==> config.mk <==
export PLATFORM = sky130hd
export DESIGN_NAME = dft_mode_ctrl
export DESIGN_NICKNAME = d
export VERILOG_FILES = /design/src/rtl/dftm_pkg.sv /design/src/rtl/dftm_resolve.sv /design/src/rtl/dftm_state.sv /design/src/rtl/dftm_cfg_map.sv /design/src/rtl/dft_mode_ctrl.sv
export SDC_FILE = /design/constraint.sdc
export NUM_CORES = 1
export LEC_CHECK = 0
export ABC_CLOCK_PERIOD_IN_PS = 1000
export CAP_MARGIN = 5
export CORE_AREA = 2 2 39 41
export DETAILED_ROUTE_END_ITERATION = 8
export DIE_AREA = 0 0 41 43
export DONT_BUFFER_PORTS = 1
export PLACE_DENSITY = 0.33
export REMOVE_ABC_BUFFERS = 1
export SLEW_MARGIN = 20
export SYNTH_ARGS = -nofsm -noshare
export SYNTH_HDL_FRONTEND = slang
export SYNTH_SLANG_ARGS = --single-unit
==> constraint.sdc <==
create_clock -name clk -period 1 [get_ports clk]
set_input_delay 0.05 -clock clk [delete_from_list [all_inputs] [get_ports clk]]
set_output_delay 0.05 -clock clk [all_outputs]
set_load 0.005 [all_outputs]
==> src/rtl/dftm_pkg.sv <==
package dftm_pkg;

  localparam int NUM_MODES = 6;

  // one-hot bit positions of the mode vector
  localparam int M_FUNC  = 0;
  localparam int M_SHIFT = 1;
  localparam int M_CAPT  = 2;
  localparam int M_MBIST = 3;
  localparam int M_LBIST = 4;
  localparam int M_BSCAN = 5;

  typedef enum logic [1:0] {
    CK_FUNC  = 2'd0,
    CK_SHIFT = 2'd1,
    CK_BIST  = 2'd2,
    CK_TCK   = 2'd3
  } clk_src_e;

  typedef enum logic [1:0] {
    RS_PASS  = 2'd0,
    RS_GATED = 2'd1,
    RS_TAP   = 2'd2
  } rst_ctl_e;

  typedef enum logic [2:0] {
    DP_FUNC    = 3'd0,
    DP_SCAN    = 3'd1,
    DP_MEMBIST = 3'd2,
    DP_LOGBIST = 3'd3,
    DP_BOUND   = 3'd4
  } dpath_e;

  function automatic clk_src_e clk_of(input int m);
    case (m)
      M_SHIFT:          return CK_SHIFT;
      M_MBIST, M_LBIST: return CK_BIST;
      M_BSCAN:          return CK_TCK;
      default:          return CK_FUNC;
    endcase
  endfunction

  function automatic rst_ctl_e rst_of(input int m);
    case (m)
      M_SHIFT, M_CAPT, M_MBIST, M_LBIST: return RS_GATED;
      M_BSCAN:                           return RS_TAP;
      default:                           return RS_PASS;
    endcase
  endfunction

  function automatic dpath_e dp_of(input int m);
    case (m)
      M_SHIFT: return DP_SCAN;
      M_MBIST: return DP_MEMBIST;
      M_LBIST: return DP_LOGBIST;
      M_BSCAN: return DP_BOUND;
      default: return DP_FUNC;
    endcase
  endfunction

endpackage

==> src/rtl/dftm_resolve.sv <==
module dftm_resolve
  import dftm_pkg::*;
#(
  parameter int BND_W = 2
) (
  input  logic                 tm,
  input  logic                 se,
  input  logic                 bist_en,
  input  logic                 bist_logic,
  input  logic [BND_W-1:0]     bnd_cls,
  output logic [NUM_MODES-1:0] next_oh,
  output logic                 overlap
);

  logic bnd_act;
  assign bnd_act = |bnd_cls;

  // fixed priority: off-test, self-test, boundary, shift, capture
  always_comb begin
    next_oh = '0;
    if (!tm)          next_oh[M_FUNC]  = 1'b1;
    else if (bist_en) begin
      if (bist_logic) next_oh[M_LBIST] = 1'b1;
      else            next_oh[M_MBIST] = 1'b1;
    end
    else if (bnd_act) next_oh[M_BSCAN] = 1'b1;
    else if (se)      next_oh[M_SHIFT] = 1'b1;
    else              next_oh[M_CAPT]  = 1'b1;
  end

  assign overlap = tm & bist_en & (se | bnd_act);

endmodule

==> src/rtl/dftm_state.sv <==
module dftm_state
  import dftm_pkg::*;
(
  input  logic                 clk,
  input  logic                 rst,
  input  logic [NUM_MODES-1:0] next_oh,
  input  logic                 overlap,
  output logic [NUM_MODES-1:0] mode_oh,
  output logic                 err
);

  localparam logic [NUM_MODES-1:0] HOME = NUM_MODES'(1) << M_FUNC;

  always_ff @(posedge clk) begin
    if (rst) begin
      mode_oh <= HOME;
      err     <= 1'b0;
    end else begin
      mode_oh <= next_oh;
      err     <= err | overlap;
    end
  end

endmodule

==> src/rtl/dftm_cfg_map.sv <==
module dftm_cfg_map
  import dftm_pkg::*;
(
  input  logic [NUM_MODES-1:0] mode_oh,
  output clk_src_e             clk_src,
  output rst_ctl_e             rst_ctl,
  output dpath_e               dpath
);

  // per-mode contribution, OR-combined; one-hot input means one term wins
  logic [NUM_MODES-1:0][1:0] ck_term;
  logic [NUM_MODES-1:0][1:0] rs_term;
  logic [NUM_MODES-1:0][2:0] dp_term;

  for (genvar g = 0; g < NUM_MODES; g++) begin : g_mode
    assign ck_term[g] = mode_oh[g] ? clk_of(g) : 2'd0;
    assign rs_term[g] = mode_oh[g] ? rst_of(g) : 2'd0;
    assign dp_term[g] = mode_oh[g] ? dp_of(g)  : 3'd0;
  end

  always_comb begin
    logic [1:0] ck;
    logic [1:0] rs;
    logic [2:0] dp;
    ck = '0;
    rs = '0;
    dp = '0;
    for (int i = 0; i < NUM_MODES; i++) begin
      ck = ck | ck_term[i];
      rs = rs | rs_term[i];
      dp = dp | dp_term[i];
    end
    clk_src = clk_src_e'(ck);
    rst_ctl = rst_ctl_e'(rs);
    dpath   = dpath_e'(dp);
  end

endmodule

==> src/rtl/dft_mode_ctrl.sv <==
module dft_mode_ctrl
  import dftm_pkg::*;
#(
  parameter int BND_W = 2
) (
  input  logic             clk,
  input  logic             rst,
  input  logic             test_mode_i,
  input  logic             scan_en_i,
  input  logic             bist_en_i,
  input  logic             bist_logic_i,
  input  logic [BND_W-1:0] bnd_cls_i,
  output logic [5:0]       mode_oh_o,
  output logic [1:0]       clk_sel_o,
  output logic [1:0]       rst_sel_o,
  output logic [2:0]       dp_sel_o,
  output logic             overlap_err_o
);

  logic [NUM_MODES-1:0] next_oh;
  logic                 overlap;
  logic [NUM_MODES-1:0] mode_q;
  clk_src_e             clk_src;
  rst_ctl_e             rst_ctl;
  dpath_e               dpath;

  dftm_resolve #(.BND_W(BND_W)) i_resolve (
    .tm        (test_mode_i),
    .se        (scan_en_i),
    .bist_en   (bist_en_i),
    .bist_logic(bist_logic_i),
    .bnd_cls   (bnd_cls_i),
    .next_oh   (next_oh),
    .overlap   (overlap)
  );

  dftm_state i_state (
    .clk    (clk),
    .rst    (rst),
    .next_oh(next_oh),
    .overlap(overlap),
    .mode_oh(mode_q),
    .err    (overlap_err_o)
  );

  dftm_cfg_map i_map (
    .mode_oh(mode_q),
    .clk_src(clk_src),
    .rst_ctl(rst_ctl),
    .dpath  (dpath)
  );

  assign mode_oh_o = mode_q;
  assign clk_sel_o = clk_src;
  assign rst_sel_o = rst_ctl;
  assign dp_sel_o  = dpath;

endmodule

==> summary.txt, run 1 <==
STA
  • Final Hold Viols: 0
  • Clock Skew: 0 ns
  • Hold_ws: 0.00822 ns
  • Setup TNS: -0.255 ns
  • Fmax: between 800 and 900 MHz
  • Slew Limit Fails: 0
  • Clock period minus worst slack: between 1 and 1.5 ns
  • Final WS setup: -0.181 ns
  • Part of the cycle the worst path needs: 118%
  • Setup violators final: 2
  • Worst-margin pin slew: 0.250 ns
  • Unrepaired setup endpoints after global routing: true
  • Rel. slew slack: 83.2%

Clocking
  • Clock root buffer: clkbuf_4
  • Reg clk slew, reported paths: 0.05 ns
  • H-tree lvl count: 1
  • Post-CTS setup buffers: 0
  • Sink Count: 7
  • Clk_lat worst skew: 0.24 ns
  • Max Root-Sink Buffers: 2
  • CTS tree: built
  • CTS Buf Count: 3

Routing
  • WL/cell: 10.8 µm
  • Total wire length: 582 µm
  • Via count: 231
  • Vias per cell: ~4.3
  • Initial DRC Count: 2
  • Antenna-violating nets left: 0
  • DRT Pass-1 Iters: 4
  • Drt drc: 0

Global route
  • GRT overflow: 0
  • Number of global-route vias before repair: 246
  • Gr usage total: about 8%
  • Largest net degree at the start of global routing: 6
  • First-pass GRT wire length: 876 µm
  • Antenna violations before repair: 0

Flow run
  • Max_cap viols: 0

Status
  • Failing checks: setup timing
  • Status: finished with violations

Floorplan
  • Total core area: around 1400 µm²
  • I/O pin total: 22
  • Die Footprint: 1760 µm²
  • Initial cell density of the core: approximately a fifth
  • Die Ht: 43 µm
  • Die width: a little over 40 µm
  • Total number of placement rows: 14

Setup path
  • Maximum fanout along the worst path: 2
  • CP endpoint kind: output port
  • CP required: about 0.95 ns
  • CP startpoint kind: flip-flop
  • Crit path kind: reg -> out
  • Data arrival, critical path: 1.13 ns

Logic synthesis
  • Mapped Avg Cell Area: 10.3 µm²
  • Largest area contributor in the netlist: dfxtp_1
  • Yosys Warn Count: 0
  • Post-synth top area share: 54.4%
  • Area contributors post-synth: dfxtp_1, buf_4, nor3b_1
  • Register area share after synthesis: between 50 and 60%
  • Flop and latch count out of synthesis: 7
  • Mapped Area: 258 µm²
  • Cell variety after synth: 14
  • Syn Inst Count: 25

Power
  • PwrDens: roughly 1500 nW/µm²
  • Total power: 606 µW
  • VDD IR-drop max: 598 µV
  • P_leak: 0.178 nW

Finish
  • Layout Utilization: approximately 30%
  • Area Growth Syn to Fin: 58.7%
  • Fraction of layout cells with a size suffix above 1: slightly below 30%
  • Fillers: 145
  • Total area of sequential cells: 144 µm²
  • Multi-input logic area: 110 µm²
  • Layout Nets: 47
  • Antenna cells: 0

Placed design
  • I/O Buffers: 0
  • Placer congestion estimate: 0.557
  • Worst slack, placed: around 0.054 ns

Hold path
  • Hold Crit Class: in -> reg
-- synthesized netlist by cell type, drive strengths merged --
| cell type | n |
|---|---|
| nor2 | 1 |
| nand2b | 1 |
| nor4 | 1 |
| nor3b | 2 |
| and4b | 1 |
| or2 | 3 |
| dfxtp | 7 |
| a21oi | 1 |
| nor3 | 2 |
| and3b | 1 |
| and3 | 1 |
| or3 | 2 |
| buf | 2 |
-- layout make-up --
class,instances,area share [%]
well taps,16,4.89
clock buffers,4,6.42
repair buffers,11,26.6
flip-flops and latches,7,35.2
multi-input cells,16,26.9
-- sequential cells by signal, summed over array words and instances, names as in the netlist --
name	count
i_state.err	1
i_state.mode_oh	6
-- per-layer routing --
| metal | global-route usage [%] | part of all wire [%] | vias up |
|---|---|---|---|
| li1 | - | - | 112 |
| met4 | 8.00 | 0 | 0 |
| met5 | 0 | 0 | - |
| met2 | 10.6 | 46 | 18 |
| met1 | 8.06 | 38 | 101 |
| met3 | 3.66 | 16 | 0 |
-- critical path, stage by stage (launching register included) --
cell and delay (ns):
dfxtp_2 0.32, or2_1 0.24, or3_4 0.33
-- cells in the final DEF (no fill, tap or decap) --
cell type and instances:
or3_1 1, dlygate4sd3_1 9, or3_4 1, nand2b_1 1, and3b_1 1, or2_4 1, nor4_1 1, a21oi_1 1
buf_6 1, dfxtp_1 4, buf_4 1, nor3_1 2, or2_2 1, nor3b_1 2, or2_1 1, clkbuf_4 3
dfxtp_2 3, nor2_1 1, and4b_1 1, and3_1 1, clkbuf_1 1
-- power by group --
part	internal, mW	leakage (nW)	switching (mW)
Sequential	0.290	0.0586	0.00865
Combinational	0.0442	0.104	0.0197
Clock	0.151	0.0150	0.0925
Total	0.486	0.178	0.121
-- cell families after synthesis --
group                  count (synthesis)  share of synthesized area, %
flip-flops                             7                          54.4
AND/OR/NAND/NOR                       15                          37.9
buffers and inverters                  2                          5.82
AO/OA/AOI/OAI                          1                          1.94
-- through the flow --
stage                     instances  cell area (µm²)
after floorplan                  23              243
after global placement           41              278
after detailed placement         41              278
after CTS                        52              383
after global routing             54              409
final                            54              409
-- final timing paths --
check / start / to / slack (ns) / cells past startpoint
hold / removal: bist_en_i / i_state.mode_oh[4] / 0.008 / 1
setup / recovery: i_state.mode_oh[4] / rst_sel_o[0] / -0.18 / 2
setup reg to reg: i_state.err / i_state.err / 0.20 / 2
hold reg to reg: i_state.err / i_state.err / 0.55 / 2
-- timing repair --
action / in CTS / in global routing
gates resized for setup: 4 / 2
endpoints found under the setup margin: 4 / 4
hold buffers: 7 / 2
pin swaps: 0 / 1
endpoints found under the hold margin: 6 / 2
Note: power is estimated with default switching activity, not from simulation.
==> run 2, diff against run 1 <==
CTS_CLUSTER_SIZE = 24   (was default)
PLACE_DENSITY = default   (was 0.33)
==> run 2 against run 1 <==
Against the previous run: global-route usage about the same; sequential cell count did not move; total power up 0.84%; fmax shrank 0.70%; register-to-register slack gained 0.03 ns; largest power group unchanged; via count decreased by 2.2%; the run still ends with setup timing left; core utilization fell by 1.6 points; highest routed layer unchanged; worst setup slack lost 0.0083 ns; first-iteration DRC count fell by 50%; wire length down 6.5%; combinational power down 11%.
==> summary.txt, run 2 (synthesis results as in run 1) <==
Status
  • Status: finished with violations
  • Failing checks: setup timing

Floorplan
  • I/O pin total: 22
  • Initial cell density of the core: about a fifth
  • Total core area: ~1400 µm²
  • Total number of placement rows: 14
  • Die width: roughly 41 µm
  • Die Ht: 43 µm
  • Die Footprint: 1760 µm²

STA
  • Fmax: 841 MHz
  • Unrepaired setup endpoints after global routing: true
  • Clock Skew: 0 ns
  • Setup violators final: 2
  • Final Hold Viols: 0
  • Worst-margin pin slew: 0.230 ns
  • Part of the cycle the worst path needs: 119%
  • Slew Limit Fails: 0
  • Rel. slew slack: 84.5%
  • Setup TNS: -0.194 ns
  • Clock period minus worst slack: 1.19 ns
  • Final WS setup: -0.190 ns

Finish
  • Total area of sequential cells: 145 µm²
  • Layout Nets: 45
  • Commonest cells after routing, fill and taps aside: dlygate4sd3_1, dfxtp_2, clkbuf_4, dfxtp_1
  • Fillers: 141
  • Non-Filler Instances: 52
  • Max FFs per register: 6
  • Multi-input logic area: 108 µm²
  • Biggest regs: i_state.mode_oh: 6 flops, i_state.err: 1 flops
  • Antenna cells: 0
  • Post-layout instance area: 387 µm²
  • Fraction of layout cells with a size suffix above 1: between 30% and 40%
  • Largest reg by FF count: i_state.mode_oh
  • Commonest non-fill, non-tap cell in the layout: dlygate4sd3_1
  • Area Growth Syn to Fin: 50.0%

Routing
  • Drt drc: 0
  • Total wire length: ~540 µm
  • DRT Pass-1 Iters: 2
  • Vias per cell: 4.35
  • WL/cell: 10.5 µm
  • Antenna-violating nets left: 0
  • Initial DRC Count: 1
  • Via count: 226

Clocking
  • CTS Buf Count: 3
  • Clk_lat worst skew: 0.25 ns
  • Sink Count: 7
  • Clock root buffer: clkbuf_4
  • CTS tree: built
  • Max Root-Sink Buffers: 2
  • Reg clk slew, reported paths: 0.05 ns
  • H-tree lvl count: 1

Placed design
  • I/O Buffers: 0
  • DP HPWL: between 300 and 400 µm
  • Placed insts: 40
  • Worst slack, placed: 0.0732 ns
  • Placed cell area: 270 µm²
  • Placer congestion estimate: 0.655

Power
  • VDD IR-drop max: roughly 1000 µV
  • P_leak: 0.169 nW
  • PwrDens: 1580 nW/µm²
  • Total power: 611 µW

Setup path
  • CP endpoint kind: output port
  • Crit path kind: reg -> out
  • Maximum fanout along the worst path: 3
  • CP startpoint kind: flip-flop
  • CP required: between 0.9 and 1 ns
  • Data arrival, critical path: 1.14 ns

Global route
  • Antenna violations before repair: 0
  • Largest net degree at the start of global routing: 6
  • GRT overflow: 0
  • Gr usage total: under 10%
  • First-pass GRT wire length: 855 µm
  • Number of global-route vias before repair: between 200 and 250

Hold path
  • Hold Crit Class: in -> reg

Flow run
  • Max_cap viols: 0
-- run 2: cell types whose count changed in the layout (fill, tap and decap cells not counted) --
cell,delta
dfxtp_1,-1
or2_4,-1
dlygate4sd3_1,-1
buf_6,-1
dfxtp_2,+1
or2_2,+1
-- run 2: report_power, final --
part,internal [mW],switching [mW]
clock,0.152,0.104
combinational,0.0389,0.0180
sequential,0.290,0.00861
total,0.481,0.131
-- run 2: worst max-delay path, stage by stage (launching register included) --
cell	delay, ns
dfxtp_2	0.32
or2_1	0.24
or3_4	0.33
-- run 2: final timing paths --
check,from,end,slack (ns),depth (start not counted)
setup / recovery,i_state.mode_oh[3],rst_sel_o[0],-0.19,2
setup reg to reg,i_state.err,i_state.err,0.23,2
hold reg to reg,i_state.err,i_state.err,0.55,2
hold / removal,bist_en_i,i_state.err,0.007,2
-- run 2: layout make-up --
type	instances	area share, %
well taps	16	5.18
clock buffers	4	6.80
multi-input cells	16	27.8
flip-flops and latches	7	37.5
repair buffers	9	22.7
-- run 2: stage by stage --
stage | hold slack (ns) | util, %
after floorplan | 0.126 | -
after global placement | 0.131 | 19.5
after detailed placement | 0.133 | 19.5
after CTS | 0.00000575 | 26.6
after global routing | 0.00215 | 27.9
final | 0.00695 | 27.9
-- run 2: repair_timing --
action	in CTS	in global routing
hold buffers	7	1
resized for setup	1	4
cloned	0	0
endpoints found under the setup margin	3	4
hold endpoints to repair	7	1
setup buffers	0	0
-- run 2: routing by layer --
metal / up-vias / wire [µm] / share of wire [%] / GRT usage [%]
met4: 0 / 0 / 0 / 4.00
li1: 108 / - / - / -
met1: 97 / 229 / 42 / 8.17
met5: - / 0 / 0 / 0
met3: 0 / 98 / 18 / 9.95
met2: 21 / 216 / 40 / 8.75
==> run 3, diff against run 2 <==
==> constraint.sdc (replaced) <==
create_clock -name clk -period 1 [get_ports clk]
set_input_delay 0.2 -clock clk [delete_from_list [all_inputs] [get_ports clk]]
set_output_delay 0.2 -clock clk [all_outputs]
set_load 0.005 [all_outputs]
==> run 3 against run 2 <==
Against the previous run: the flow still finishes with violations (setup timing); first-iteration DRC count fell by 100%; highest routed layer is now met4; count of clock-buffer cells in the layout did not move; total power is 3.5% lower; via count shrank 12%; sequential power barely moved; non-clock buffer count fell by 5; clock power about the same; combinational power shrank 28%; sequential cell count unchanged; largest cell class unchanged.
==> summary.txt, run 3 (synthesis results as in run 1) <==
Status
  • Status: finished with violations
  • Failing checks: setup timing

STA
  • Rel. slew slack: 84.4%
  • Final Hold Viols: 0
  • Clock Skew: 0 ns
  • Slew Limit Fails: 0
  • Hold_ws: 0.0236 ns
  • Unrepaired setup endpoints after global routing: true
  • Part of the cycle the worst path needs: 131%
  • Final WS setup: -0.309 ns
  • Setup TNS: -0.785 ns
  • Fmax: between 700 and 800 MHz
  • Worst-margin pin slew: 0.233 ns
  • Setup violators final: 5
  • Clock period minus worst slack: 1.31 ns

Placed design
  • Placer congestion estimate: 0.652
  • Placed cell area: 293 µm²
  • I/O Buffers: 0
  • Placed insts: 43
  • DP HPWL: 410 µm

Global route
  • Gr usage total: 7.96%
  • Antenna violations before repair: 0
  • Largest net degree at the start of global routing: 6
  • Number of global-route vias before repair: 221
  • GRT overflow: 0
  • First-pass GRT wire length: 828 µm

Routing
  • Drt drc: 0
  • Initial DRC Count: 0
  • Vias per cell: 4.26
  • Via count: 200
  • Antenna-violating nets left: 0
  • Total wire length: 515 µm
  • WL/cell: between 10 and 15 µm
  • DRT Pass-1 Iters: 1

Setup path
  • Data arrival, critical path: 1.11 ns
  • Crit path kind: reg -> out
  • CP required: around 0.8 ns
  • CP startpoint kind: flip-flop
  • CP endpoint kind: output port
  • Maximum fanout along the worst path: 2
  • Flop-to-flop setup slack: approximately 0.24 ns

Power
  • VDD IR-drop max: 713 µV
  • P_leak: roughly 0.15 nW
  • PwrDens: roughly 1800 nW/µm²

Floorplan
  • Die Footprint: between 1500 and 2000 µm²
  • Total number of placement rows: 14
  • I/O pin total: 22
  • Total core area: roughly 1400 µm²
  • Die Ht: between 40 and 50 µm
  • Initial cell density of the core: between 10% and 20%
  • Die width: 41 µm

Hold path
  • Hold Crit Class: in -> reg

Finish
  • Area Growth Syn to Fin: 30.6%
  • Max FFs per register: 6
  • Multi-input logic area: 113 µm²
  • Largest reg by FF count: i_state.mode_oh
  • Total area of sequential cells: 144 µm²
  • Biggest regs: i_state.mode_oh: 6 flops, i_state.err: 1 flops
  • Antenna cells: 0
  • Layout Nets: 40
  • Commonest cells after routing, fill and taps aside: dfxtp_1, clkbuf_4, dfxtp_2, buf_4
  • Layout Utilization: between 20 and 25%
  • Post-layout instance area: 337 µm²
  • Fraction of layout cells with a size suffix above 1: 41.9%
  • Commonest non-fill, non-tap cell in the layout: dfxtp_1
  • Non-Filler Instances: 47
  • Fillers: 153

Clocking
  • Post-CTS setup buffers: 0
  • Max Root-Sink Buffers: 2
  • Reg clk slew, reported paths: 0.05 ns
  • Clk_lat worst skew: about 0.25 ns
  • H-tree lvl count: 1
  • Clock root buffer: clkbuf_4
  • Hold buffers post-CTS: 0
  • CTS tree: built
  • CTS Buf Count: 3
  • Sink Count: 7

Flow run
  • Max_cap viols: 0
==> run 3: cell count changes in the layout (fill, tap and decap cells not counted) <==
cell           change
dfxtp_2            -1
or2_2              -2
or2_4              +2
buf_4              +2
buf_6              +1
dfxtp_1            +1
dlygate4sd3_1      -8
==> run 3: metal layers <==
metal	wire (µm)	GRT usage, %
met5	0	0
met4	8	8.00
met3	109	7.85
met2	200	8.75
met1	196	7.79
==> run 3: layout make-up <==
class	count	area share (%)
Sequential cell	7	42.8
Clock buffer	4	7.81
Tap cell	16	5.95
Timing Repair Buffer	4	10.0
Multi-Input combinational cell	16	33.5
==> run 3: path summary, 6_finish.rpt <==
check | start | cells after the start | to
worst max-delay path | i_state.mode_oh[3] | 2 | rst_sel_o[0]
worst min register to register | i_state.err | 2 | i_state.err
worst max register to register | i_state.err | 2 | i_state.err
worst min-delay path | rst | 1 | i_state.err
==> run 3: critical path: stages (launching register included) <==
cell and delay (ns):
dfxtp_1 0.31, or2_1 0.23, or3_1 0.33
==> run 3: repair_timing <==
action	4_1_cts	5_1_grt
gates cloned	0	0
endpoints found under the setup margin	5	5
pin swaps	1	1
resized for setup	4	3
==> run 3: where the power goes <==
| group | leakage [nW] | switching, mW | internal [mW] |
|---|---|---|---|
| Clock | 0.0150 | 0.101 | 0.152 |
| Combinational | 0.0769 | 0.0155 | 0.0255 |
| Sequential | 0.0586 | 0.00667 | 0.289 |
==> run 3: stage by stage <==
stage / power [mW] / setup slack (ns)
3_3_place_gp: 0.336 / -0.0312
4_1_cts: 0.602 / -0.326
3_5_place_dp: 0.337 / -0.0507
5_1_grt: 0.632 / -0.358
2_1_floorplan: 0.324 / -0.0648
6_report: 0.590 / -0.309
